`src/rtl/irqt_pkg.sv`:
```
// Package for the prescaled interrupt timer.
// Holds the sub-address codes of the write port and the layout of the
// control word. The layout is fixed, because the write port decodes it.
package irqt_pkg;

    typedef enum logic [1:0] {
        SEL_RLD_LO = 2'd0,
        SEL_RLD_HI = 2'd1,
        SEL_CTRL   = 2'd2,
        SEL_ACK    = 2'd3
    } irqt_sel_e;

    // Control word: bit 2 cycle mode, bit 1 enable, bit 0 re-enable.
    typedef struct packed {
        logic cyc_mode;
        logic enable;
        logic reen;
    } irqt_ctrl_t;

    localparam int CTRL_W = $bits(irqt_ctrl_t);

endpackage

```
`src/rtl/irqt_regs.sv`:
```
// Write-port register file of the timer.
// It holds the reload value and the control word, and it produces a
// one-cycle load strobe and a one-cycle irq-clear strobe from the writes.
// Assumes wr_sel and wr_data are valid whenever wr_en is high.
module irqt_regs
    import irqt_pkg::*;
#(
    parameter int CNT_W = 8
) (
    input  logic             clk,
    input  logic             rst_n,
    input  logic             wr_en,
    input  logic [1:0]       wr_sel,
    input  logic [CNT_W-1:0] wr_data,
    output logic [CNT_W-1:0] rld_q,
    output irqt_ctrl_t       ctrl_q,
    output logic             load_p,
    output logic             clr_p
);
    localparam int HALF = CNT_W / 2;

    irqt_sel_e  sel;
    irqt_ctrl_t wr_ctrl;

    assign sel     = irqt_sel_e'(wr_sel);
    assign wr_ctrl = irqt_ctrl_t'(wr_data[CTRL_W-1:0]);

    // Decode the write strobes that reach the counter and the prescaler.
    always_comb begin
        load_p = wr_en && (sel == SEL_CTRL) && wr_ctrl.enable;
        clr_p  = wr_en && ((sel == SEL_CTRL) || (sel == SEL_ACK));
    end

    // Reload value: each nibble is written from the low nibble of the data.
    always_ff @(posedge clk) begin
        if (!rst_n) begin
            rld_q <= '0;
        end else if (wr_en && sel == SEL_RLD_LO) begin
            rld_q[HALF-1:0] <= wr_data[HALF-1:0];
        end else if (wr_en && sel == SEL_RLD_HI) begin
            rld_q[CNT_W-1:HALF] <= wr_data[CNT_W-HALF-1:0];
        end
    end

    // Control word: a full write, or an acknowledge that copies re-enable into enable.
    always_ff @(posedge clk) begin
        if (!rst_n) begin
            ctrl_q <= '0;
        end else if (wr_en && sel == SEL_CTRL) begin
            ctrl_q <= wr_ctrl;
        end else if (wr_en && sel == SEL_ACK) begin
            ctrl_q.enable <= ctrl_q.reen;
        end
    end

endmodule

```
`src/rtl/irqt_prescale.sv`:
```
// Line-rate prescaler.
// A signed register that loses STEP on each run cycle. When the result is
// zero or below, PERIOD is added back and wrap pulses for that cycle.
// Assumes PRE_W holds both PERIOD and -STEP.
module irqt_prescale #(
    parameter int PRE_W  = 10,
    parameter int PERIOD = 341,
    parameter int STEP   = 3
) (
    input  logic                    clk,
    input  logic                    rst_n,
    input  logic                    load,
    input  logic                    run,
    output logic signed [PRE_W-1:0] pre_q,
    output logic                    wrap
);
    localparam logic signed [PRE_W-1:0] STEP_S   = PRE_W'(STEP);
    localparam logic signed [PRE_W-1:0] PERIOD_S = PRE_W'(PERIOD);

    logic signed [PRE_W-1:0] diff;

    // Value after one step, and whether it has run out.
    always_comb begin
        diff = pre_q - STEP_S;
        wrap = run && (diff <= 0);
    end

    // Prescaler register: a load wins, otherwise step and wrap on run.
    always_ff @(posedge clk) begin
        if (!rst_n) begin
            pre_q <= '0;
        end else if (load) begin
            pre_q <= PERIOD_S;
        end else if (run) begin
            pre_q <= (diff <= 0) ? diff + PERIOD_S : diff;
        end
    end

endmodule

```
`src/rtl/irqt_counter.sv`:
```
// Up-counter with a reload on wrap and the level interrupt flag.
// Assumes load and clr never arrive in the same cycle as tick, because
// the parent suppresses ticks in write cycles.
module irqt_counter #(
    parameter int CNT_W = 8
) (
    input  logic             clk,
    input  logic             rst_n,
    input  logic             load,
    input  logic             tick,
    input  logic             clr,
    input  logic [CNT_W-1:0] rld,
    output logic [CNT_W-1:0] cnt_q,
    output logic             irq_q
);
    logic at_top;

    // The counter is at its maximum value.
    assign at_top = (cnt_q == {CNT_W{1'b1}});

    // Counter: load from the reload value, or advance and reload on wrap.
    always_ff @(posedge clk) begin
        if (!rst_n) begin
            cnt_q <= '0;
        end else if (load) begin
            cnt_q <= rld;
        end else if (tick) begin
            cnt_q <= at_top ? rld : cnt_q + 1'b1;
        end
    end

    // Interrupt flag: set on wrap, cleared by a control or acknowledge write.
    always_ff @(posedge clk) begin
        if (!rst_n) begin
            irq_q <= 1'b0;
        end else if (clr) begin
            irq_q <= 1'b0;
        end else if (tick && at_top) begin
            irq_q <= 1'b1;
        end
    end

endmodule

```
`src/rtl/irq_tick_timer.sv`:
```
// Top of the prescaled interrupt timer.
// Counts in cycle mode or line mode while the parent's gate is high and
// drives a level interrupt on wrap. A cycle that carries a write never
// counts. Assumes cyc_en marks exactly one CPU cycle per clock where high.
module irq_tick_timer
    import irqt_pkg::*;
#(
    parameter int CNT_W  = 8,
    parameter int PRE_W  = 10,
    parameter int PERIOD = 341,
    parameter int STEP   = 3
) (
    input  logic             clk,
    input  logic             rst_n,
    input  logic             cyc_en,
    input  logic             active,
    input  logic             wr_en,
    input  logic [1:0]       wr_sel,
    input  logic [CNT_W-1:0] wr_data,
    output logic             irq
);
    logic [CNT_W-1:0]        rld_q;
    irqt_ctrl_t              ctrl_q;
    logic                    load_p;
    logic                    clr_p;
    logic                    count_cyc;
    logic                    pre_run;
    logic                    pre_wrap;
    logic                    tick;
    logic signed [PRE_W-1:0] pre_q;
    logic [CNT_W-1:0]        cnt_q;

    // Qualify a counting cycle, then choose the tick source by mode.
    always_comb begin
        count_cyc = cyc_en && active && ctrl_q.enable && !wr_en;
        pre_run   = count_cyc && !ctrl_q.cyc_mode;
        tick      = count_cyc && (ctrl_q.cyc_mode || pre_wrap);
    end

    irqt_regs #(.CNT_W(CNT_W)) u_regs (
        .clk     (clk),
        .rst_n   (rst_n),
        .wr_en   (wr_en),
        .wr_sel  (wr_sel),
        .wr_data (wr_data),
        .rld_q   (rld_q),
        .ctrl_q  (ctrl_q),
        .load_p  (load_p),
        .clr_p   (clr_p)
    );

    irqt_prescale #(.PRE_W(PRE_W), .PERIOD(PERIOD), .STEP(STEP)) u_pre (
        .clk   (clk),
        .rst_n (rst_n),
        .load  (load_p),
        .run   (pre_run),
        .pre_q (pre_q),
        .wrap  (pre_wrap)
    );

    irqt_counter #(.CNT_W(CNT_W)) u_cnt (
        .clk   (clk),
        .rst_n (rst_n),
        .load  (load_p),
        .tick  (tick),
        .clr   (clr_p),
        .rld   (rld_q),
        .cnt_q (cnt_q),
        .irq_q (irq)
    );

endmodule

```
`config.mk`:
```
export PLATFORM = sky130hd
export DESIGN_NAME = irq_tick_timer
export DESIGN_NICKNAME = d
export VERILOG_FILES = /design/src/rtl/irqt_pkg.sv /design/src/rtl/irqt_regs.sv /design/src/rtl/irqt_prescale.sv /design/src/rtl/irqt_counter.sv /design/src/rtl/irq_tick_timer.sv
export SDC_FILE = /design/constraint.sdc
export NUM_CORES = 1
export LEC_CHECK = 0
export CELL_PAD_IN_SITES_DETAIL_PLACEMENT = 1
export CELL_PAD_IN_SITES_GLOBAL_PLACEMENT = 2
export CORE_AREA = 2 2 81 83
export CTS_BUF_LIST = sky130_fd_sc_hd__clkbuf_2 sky130_fd_sc_hd__clkbuf_4 sky130_fd_sc_hd__clkbuf_8
export DETAILED_ROUTE_END_ITERATION = 10
export DIE_AREA = 0 0 83 85
export GPL_TIMING_DRIVEN = 1
export PLACE_DENSITY_LB_ADDON = 0.05
export SLEW_MARGIN = 40
export SYNTH_ARGS = -nofsm -noshare
export SYNTH_HDL_FRONTEND = slang
export SYNTH_SLANG_ARGS = --single-unit
```
`constraint.sdc`:
```
create_clock -name clk -period 3.2 [get_ports clk]
set_clock_uncertainty 0.15 [all_clocks]
set_input_delay 0.32 -clock clk [delete_from_list [all_inputs] [get_ports clk]]
set_output_delay 0.32 -clock clk [all_outputs]
set_load 0.02 [all_outputs]
```
# Yosys cells after proc, flatten, opt, wreduce, memory -nomap -nowiden
# Index checks and enable logic that the tools add are counted.
[op_classes]
n_addsub = 3
mul = 0
div = 0
magnitude_cmp = 1
n_eq_ne = 4
shift = 0
mux = 8
bitwise_logic = 2
n_reduce_logical = 24
[ops]
columns = ["cell", "n"]
rows = [
  ["$mux W8", 3],
  ["$mux W9", 2],
  ["$logic_and A1 B1 Y1", 13],
  ["$add A10 B10 Y10 const B", 1],
  ["$le A10 B1 Y1 const B", 1],
  ["$mux W10", 1],
  ["$sub A10 B3 Y10 const B", 1],
  ["$add A8 B1 Y8 const B", 1],
  ["$eq A8 B8 Y1 const B", 1],
  ["$reduce_bool A2 Y1", 3],
  ["$eq A2 B2 Y1 const B", 2],
  ["$reduce_or A2 Y1", 2],
  ["$eq A2 B1 Y1 const B", 1],
  ["$logic_not A1 Y1", 2],
  ["$logic_not A2 Y1", 1],
  ["$logic_or A1 B1 Y1", 2],
  ["$mux W1", 2],
  ["$not A1 Y1", 2],
  ["$reduce_and A2 Y1", 1],
]
[word_totals]
ff_bits = 30
latch_bits = 0
ramBits = 0
rom_bits = 0
output_inout_bits = 1
wordCells = 51
memories = 0

# Longest topological paths before layout
# Gate-level depths: netlist of run 1.
[depth]
word_depth = 9
ltp_mapped = 10

# By module
# Synthesis of run 1 repeated with hierarchy kept, for this count alone.
[hier_totals]
cells_unflattened = 273
hier_area_um2 = 2215.9
[modules_own_cells]
columns = ["mod", "instances", "cells_per_inst", "area_per_inst_um2", "seq_area_each_um2"]
rows = [
  ["irqt_prescale", 1, 155, 1156.1, 200.2],
  ["irqt_counter", 1, 69, 576.8, 180.2],
  ["irqt_regs", 1, 45, 462.9, 220.2],
  ["irq_tick_timer", 1, 4, 20.0, 0.0],
]

# Worst setup path before layout of run 1
# Ideal clock, no wire load.
[synth_path]
path_type = "reg-to-reg"
from = "reg u_pre.pre_q[2]"
to = "reg u_pre.pre_q[7]"
setup_ns = 0.114
t_arrival_ns = 2.779
required_time_ns = 2.936
path_slack_ns = 0.157
path_stages_with_launch = 11
n_path_buf = 1
path_cell_list = "dfxtp_1 -> clkbuf_1 -> inv_1 -> ha_1 -> a2111oi_0 -> xor2_1 -> nand2_1 -> o21a_1 -> or4_1 -> nand4_1 -> a21bo_1"
[synth_via]
elab_chain_len = 3
word_cells_on_any_way = 4
cone_classes = "add/sub: 2; order compare: 1; mux: 1"
[synth_lines]
columns = ["item", "line", "source"]
rows = [
  ["start: declaration", "irqt_prescale.sv:14", "output logic signed [PRE_W-1:0] pre_q,"],
  ["start signal: assignment", "irqt_prescale.sv:35", "pre_q <= (diff <= 0) ? diff + PERIOD_S : diff;"],
  ["$sub A10 B3 Y10 *", "irqt_prescale.sv:24", "diff = pre_q - STEP_S;"],
  ["$add A10 B10 Y10 / $le A10 B1 Y1 (equally long branches)", "irqt_prescale.sv:35", ""],
  ["$mux W10 *", "irqt_prescale.sv:35", ""],
]
# Every way passes the cells marked *; elsewhere a longest branch is shown, timed or not.
# A chain may end at the register's enable or synchronous reset.

# Worst setup path after layout of run 1
# Same ends and word-level chain as after synthesis.

==> metrics.txt, run 1 <==
RSZ-0062 raised after global routing no; number of flops mapped to enable cells by yosys 0; clock sinks 30; crit path kind reg2reg; Initial Util 0.310; max-slew violation count 0; cell leakage power 0.877 nW; # setup viols final 0; CP Launch Type register; ANT nets after route 0; ys flop type dfxtp_1; delay of the slowest critical-path stage 0.57 ns; DRC 0; # rows 29; global route total overflow 0; wire per inst 16.8 µm; flop and latch count out of synthesis 30; all-layer global routing usage 0.173; share of total power in combinational logic 0.173; Via density 5.53; most common cell after layout, fill and taps aside nor2_1; WL final 5640 µm; Worst-Margin Slew 0.553 ns; design area 2250 µm²; clk_lat worst skew 0.29 ns; Reg clk slew, reported paths 0.07 ns; CP Cell Sequence inv_1 > ha_1 > and2_1 > a211oi_1 > o32ai_1 > a21oi_2 > or4_1 > nand4_1 > a21bo_1; I/O pins 16; PortBufs 11; Placer Congestion 0.779; CTS Hold Bufs 0; final hold vios 0; Placed Instances 327; n_diodes 0; CTS H-tree lvls 2; postcts setup bufs 0; share of cells above drive strength 1 0.105; total number of vias 1852; synth unique cells 51; core area 6200 µm²; 1st-iter DRT viols 52; Cell Pwr Density 391 nW/µm²; CP Capture Type register; sequential share of power 0.452; Warnings, synthesis 0; fraction of registers with async set/reset 0; fill count 760; root buffer cell clkbuf_8; Tcrit/Tclk final 0.911; vias in the first global route 1907; Die X 83 µm; CTS tree yes; reg2reg path depth 9; drt pass-1 iters 4; most frequent cells in the layout 32 x nor2_1, 30 x dfxtp_1, 21 x nand2_1; Switch Pwr 0.256 mW; DP HPWL 4400 µm; fin crit period 2.91 ns; f_max 0.343 GHz; CTS resizes 0; synthesized area 1920 µm²; reg2reg setup slack 0.29 ns; Max Buffers Root-to-Sink 2; hold_ws 0.347 ns; hold path cells 2; largest net degree at the start of global routing 23; CP Data Arrival Time 2.95 ns; antenna violations before repair 0; worst min-delay path class reg2reg; Die Area 7060 µm²; Sw Ratio 0.290; Finished Core Util 0.363; CP top delay family compound AO/OA/AOI/OAI gates; Crit. path cell count 9; Synth Area per Inst 7.97 µm²; area added between synthesis and finish 17.3%; status finished, final reports clean; Required @ worst endpoint 3.23 ns; Rel. slew slack 0.630; total of max-cap violations 0; die height 85 µm; Cell Int Power 0.625 mW; first-pass GRT wire length 9780 µm; CTS buffer count 5; Final #Nets 276; Layout Cells excl Fill 335; post-synthesis sequential area ratio 0.313; placed cell areas 2150 µm²; syn nets 260; largest fanout on the critical path 8; Fin Setup TNS 0 ns; Post-Synthesis Cells 241; Bufs and invs on worst path 1; Crit-path slowest cell or4_1; Clock power frac 0.375; Worst VDD drop 0.000166 V
## worst register-to-register path, stage by stage (launching register included)
cell and delay, ns:
dfxtp_1 0.37, inv_1 0.09, ha_1 0.21, and2_1 0.30, a211oi_1 0.11, o32ai_1 0.47, a21oi_2 0.23, or4_1 0.57
nand4_1 0.11, a21bo_1 0.20
## worst paths after layout
check	startpoint	endpoint
max	u_pre.pre_q[2]	u_pre.pre_q[7]
min	u_pre.pre_q[9]	u_pre.pre_q[9]
max reg2reg	u_pre.pre_q[2]	u_pre.pre_q[7]
min reg2reg	u_pre.pre_q[9]	u_pre.pre_q[9]
## area by class of cell
type / count / area [µm²] / area share
sequential: 30 / 601 / 0.267
inverter: 4 / 15.0 / 0.00666
tap: 77 / 96.3 / 0.0428
timing repair buffer: 22 / 193 / 0.0855
multi-input combinational: 194 / 1250 / 0.556
clock buffer: 6 / 82.6 / 0.0366
clock inverter: 2 / 12.5 / 0.00555
## layer usage
metal  track usage  routed length, µm
met5             0                  0
met2         0.318               2940
met4        0.0447                 43
met3        0.0321                141
met1         0.207               2520
## per-stage QoR
step / power, mW / setup WS (ns)
global placement: 0.560 / 0.364
detailed placement: 0.561 / 0.296
floorplan: 0.506 / 0.157
global route: 0.938 / 0.0789
CTS: 0.899 / 0.282
finish: 0.881 / 0.285
## power groups by stage
| stage | Combinational (mW) | Clock (mW) | Sequential, mW |
|---|---|---|---|
| 2_1_floorplan | 0.106 | 0 | 0.400 |
| 3_3_place_gp | 0.154 | 0 | 0.407 |
| 3_5_place_dp | 0.154 | 0 | 0.407 |
| 4_1_cts | 0.155 | 0.346 | 0.398 |
| 5_1_grt | 0.172 | 0.366 | 0.400 |
| 6_report | 0.153 | 0.331 | 0.398 |
## cells in the mapped netlist (2+ instances only)
cell       n  area, µm²
a21bo_1    2       20.0
ha_1       4       50.1
nand2_1   21       78.8
xor2_1     3       26.3
or3_1      2       12.5
clkbuf_1  11       41.3
o211ai_1   4       30.0
o32ai_1    2       17.5
a311oi_1   3       26.3
o31ai_1    5       37.5
nand2b_1   2       12.5
nand4_1    3       18.8
a221oi_1   3       26.3
and2_1     2       12.5
a21o_1     2       15.0
and3b_1    2       17.5
nor3b_1    4       30.0
a31oi_1    2       12.5
or4_4      2       22.5
o21ai_0   10       50.1
nor3_1     9       45.0
dfxtp_1   30        601
nor2b_1    3       18.8
inv_1      4       15.0
mux2i_1   13        130
a21oi_1   16       80.1
nand3_1   10       50.1
a211oi_1   5       37.5
a21boi_0   2       15.0
nor2_1    32        120
xnor2_1    8       70.1
## sequential cells by signal, summed over array words and instances (netlist names)
register	count
u_pre.pre_q	10
u_cnt.cnt_q	8
u_regs.rld_q	8
u_regs.ctrl_q	3
u_cnt.irq_q	1
## kinds of logic (layout without fill, tap and decap cells)
group / after synthesis / count (layout) / synth area share
muxes: 13 / 13 / 0.0677
and+or+nand+nor: 100 / 100 / 0.268
xor gates and xnor gates: 12 / 12 / 0.0586
DFF: 30 / 30 / 0.313
AOI/OAI and AO/OA: 65 / 65 / 0.229
buffers and inverters: 17 / 34 / 0.0378
adders and majority gates: 4 / 4 / 0.0260
Note: power is estimated with default switching activity, not from simulation.
==> run 2, diff against run 1 <==
CORE_AREA = 4 4 83 85   (was 2 2 81 83)
DIE_AREA = 0 0 87 89   (was 0 0 83 85)
==> run 2 against run 1 <==
  * Register-to-register slack improved by 0.13 ns
  * First-iteration DRC count fell by 9.6%
  * Combinational power barely moved
  * Global-route usage fell by 1.5 points
  * Maximum frequency rose by 4.6%
  * Routed wire length fell by 2.3%
  * Critical path depth rose by 1
  * Cell count fell by 0.30%
  * Critical path type unchanged
==> metrics.txt, run 2 (synthesized netlist as in run 1, its figures left out) <==
Reg clk slew, reported paths 0.07 ns (about the same); # setup viols final 0 (unchanged); postcts setup bufs 0 (unchanged); largest net degree at the start of global routing 23 (unchanged); WL final 5510 µm (was 5640 µm); r2r startpoint u_pre.pre_q[2] (unchanged); RSZ-0062 raised after global routing no (unchanged); Fin Setup TNS 0 ns (unchanged); Max Buffers Root-to-Sink 2 (unchanged); DP HPWL 4240 µm (was 4400 µm); Via density 5.46 (was 5.53); drt pass-1 iters 4 (unchanged); Placer Congestion 0.735 (was 0.779); Tcrit/Tclk final 0.871 (was 0.911); r2r endpoint u_pre.pre_q[3] (was u_pre.pre_q[7]); vias in the first global route 1897 (was 1907); all-layer global routing usage 0.158 (was 0.173); CP endpoint u_pre.pre_q[3] (was u_pre.pre_q[7]); fin crit period 2.79 ns (was 2.91 ns); Worst-Margin Slew 0.760 ns (was 0.553 ns); status finished, final reports clean (unchanged); root buffer cell clkbuf_8 (unchanged); total number of vias 1822 (was 1852); CP Launch Type register (unchanged); clock sinks 30 (unchanged); Required @ worst endpoint 3.23 ns (about the same); antenna violations before repair 0 (unchanged); wire per inst 16.5 µm (was 16.8 µm); share of cells above drive strength 1 0.0973 (was 0.105); hold_ws 0.341 ns (was 0.347 ns); Top reg by flops u_pre.pre_q (unchanged); Worst VDD drop 0.000180 V (was 0.000166 V); crit path kind reg2reg (unchanged); area added between synthesis and finish 16.6% (was 17.3%); Rel. slew slack 0.492 (was 0.630); Die X 87 µm (was 83 µm); Cell Pwr Density 392 nW/µm² (was 391 nW/µm²); I/O pins 16 (unchanged); CTS Hold Bufs 0 (unchanged); worst min-delay path class reg2reg (unchanged); CP Data Arrival Time 2.81 ns (was 2.95 ns); clk_lat worst skew 0.28 ns (was 0.29 ns); PortBufs 11 (unchanged); max FFs per register 10 (unchanged); CTS buffer count 5 (unchanged); 1st-iter DRT viols 47 (was 52); die height 89 µm (was 85 µm); final hold vios 0 (unchanged); DRC 0 (unchanged); biggest regs u_pre.pre_q x10, u_cnt.cnt_q x8, u_regs.rld_q x8 (unchanged); # rows 29 (unchanged); cell leakage power 0.871 nW (was 0.877 nW); Final Power 0.878 mW (was 0.881 mW); n_diodes 0 (unchanged); Final #Nets 275 (was 276); Initial Util 0.310 (unchanged); total of max-cap violations 0 (unchanged); CP Capture Type register (unchanged); most frequent cells in the layout 32 x nor2_1, 30 x dfxtp_1, 21 x nand2_1 (unchanged); first-pass GRT wire length 9410 µm (was 9780 µm); most common cell after layout, fill and taps aside nor2_1 (unchanged); largest fanout on the critical path 8 (unchanged); max-slew violation count 0 (unchanged); CTS H-tree lvls 2 (unchanged); ANT nets after route 0 (unchanged); global route total overflow 0 (unchanged); reg2reg setup slack 0.41 ns (was 0.29 ns); f_max 0.359 GHz (was 0.343 GHz); CTS tree yes (unchanged); core area 6200 µm² (unchanged); CP Launch Point u_pre.pre_q[2] (unchanged); CTS resizes 0 (unchanged); Die Area 7740 µm² (was 7060 µm²); reg2reg path depth 10 (was 9)
[run 2: worst min-delay path by stage]
stage	start	depth (start not counted)	end	slack, ns
floorplan	wr_sel[1]	1	u_cnt.irq_q	0.27
global placement	u_pre.pre_q[9]	2	u_pre.pre_q[9]	0.33
detailed placement	u_pre.pre_q[9]	2	u_pre.pre_q[9]	0.34
CTS	u_pre.pre_q[9]	2	u_pre.pre_q[9]	0.35
global route	u_pre.pre_q[9]	2	u_pre.pre_q[9]	0.37
finish	u_pre.pre_q[9]	2	u_pre.pre_q[9]	0.34
[run 2: layout make-up]
cell class                      instances  area (µm²)
Fill cell                             764        3960
Multi-Input combinational cell        194        1250
Timing Repair Buffer                   21         185
Inverter                                4        15.0
Clock buffer                            6        82.6
Sequential cell                        30         601
Tap cell                               77        96.3
Clock inverter                          2        12.5
[run 2: critical path, stage by stage (launching register included)]
cell,delay (ns)
dfxtp_1,0.33
inv_1,0.14
ha_1,0.25
and2_1,0.29
a211oi_1,0.12
o32ai_1,0.25
buf_4,0.17
a21oi_2,0.11
or4_4,0.57
nand4_1,0.10
a21bo_1,0.20
[run 2: power breakdown]
| part | total (mW) | internal (mW) | leakage, nW | switching (mW) |
|---|---|---|---|---|
| sequential | 0.397 | 0.385 | 0.243 | 0.0121 |
| clock | 0.327 | 0.173 | 0.0472 | 0.154 |
| combinational | 0.155 | 0.0692 | 0.581 | 0.0853 |
| total | 0.878 | 0.627 | 0.871 | 0.251 |
[run 2: per-stage QoR]
| stage | worst slack [ns] | utilization | std cells | instance area (µm²) |
|---|---|---|---|---|
| after global routing | 0.219 | 0.361 | 334 | 2240 |
| after floorplan | 0.157 | - | 241 | 1920 |
| after CTS | 0.413 | 0.361 | 334 | 2240 |
| after detailed placement | 0.442 | 0.346 | 326 | 2150 |
| after global placement | 0.355 | 0.346 | 326 | 2150 |
| final | 0.414 | 0.361 | 334 | 2240 |
[run 2: metal layers]
| metal | up-vias | global-route usage | share of wire |
|---|---|---|---|
| met3 | 4 | 0.0276 | 0.018 |
| met1 | 889 | 0.181 | 0.45 |
| met2 | 17 | 0.295 | 0.52 |
| met5 | - | 0 | 0 |
| li1 | 912 | - | - |
| met4 | 0 | 0.0510 | 0.011 |
==> run 3, diff against run 2 <==
--- a/config.mk
+++ b/config.mk
@@ -15,3 +15,2 @@
 export PLACE_DENSITY_LB_ADDON = 0.05
-export SLEW_MARGIN = 40
 export SYNTH_ARGS = -nofsm -noshare
--- a/constraint.sdc
+++ b/constraint.sdc
@@ -4,2 +4,2 @@
 set_output_delay 0.32 -clock clk [all_outputs]
-set_load 0.02 [all_outputs]
+set_load 0.005 [all_outputs]
==> results of run 3 <==
Same layout as run 2: the final DEF is identical, and so are final timing and power.
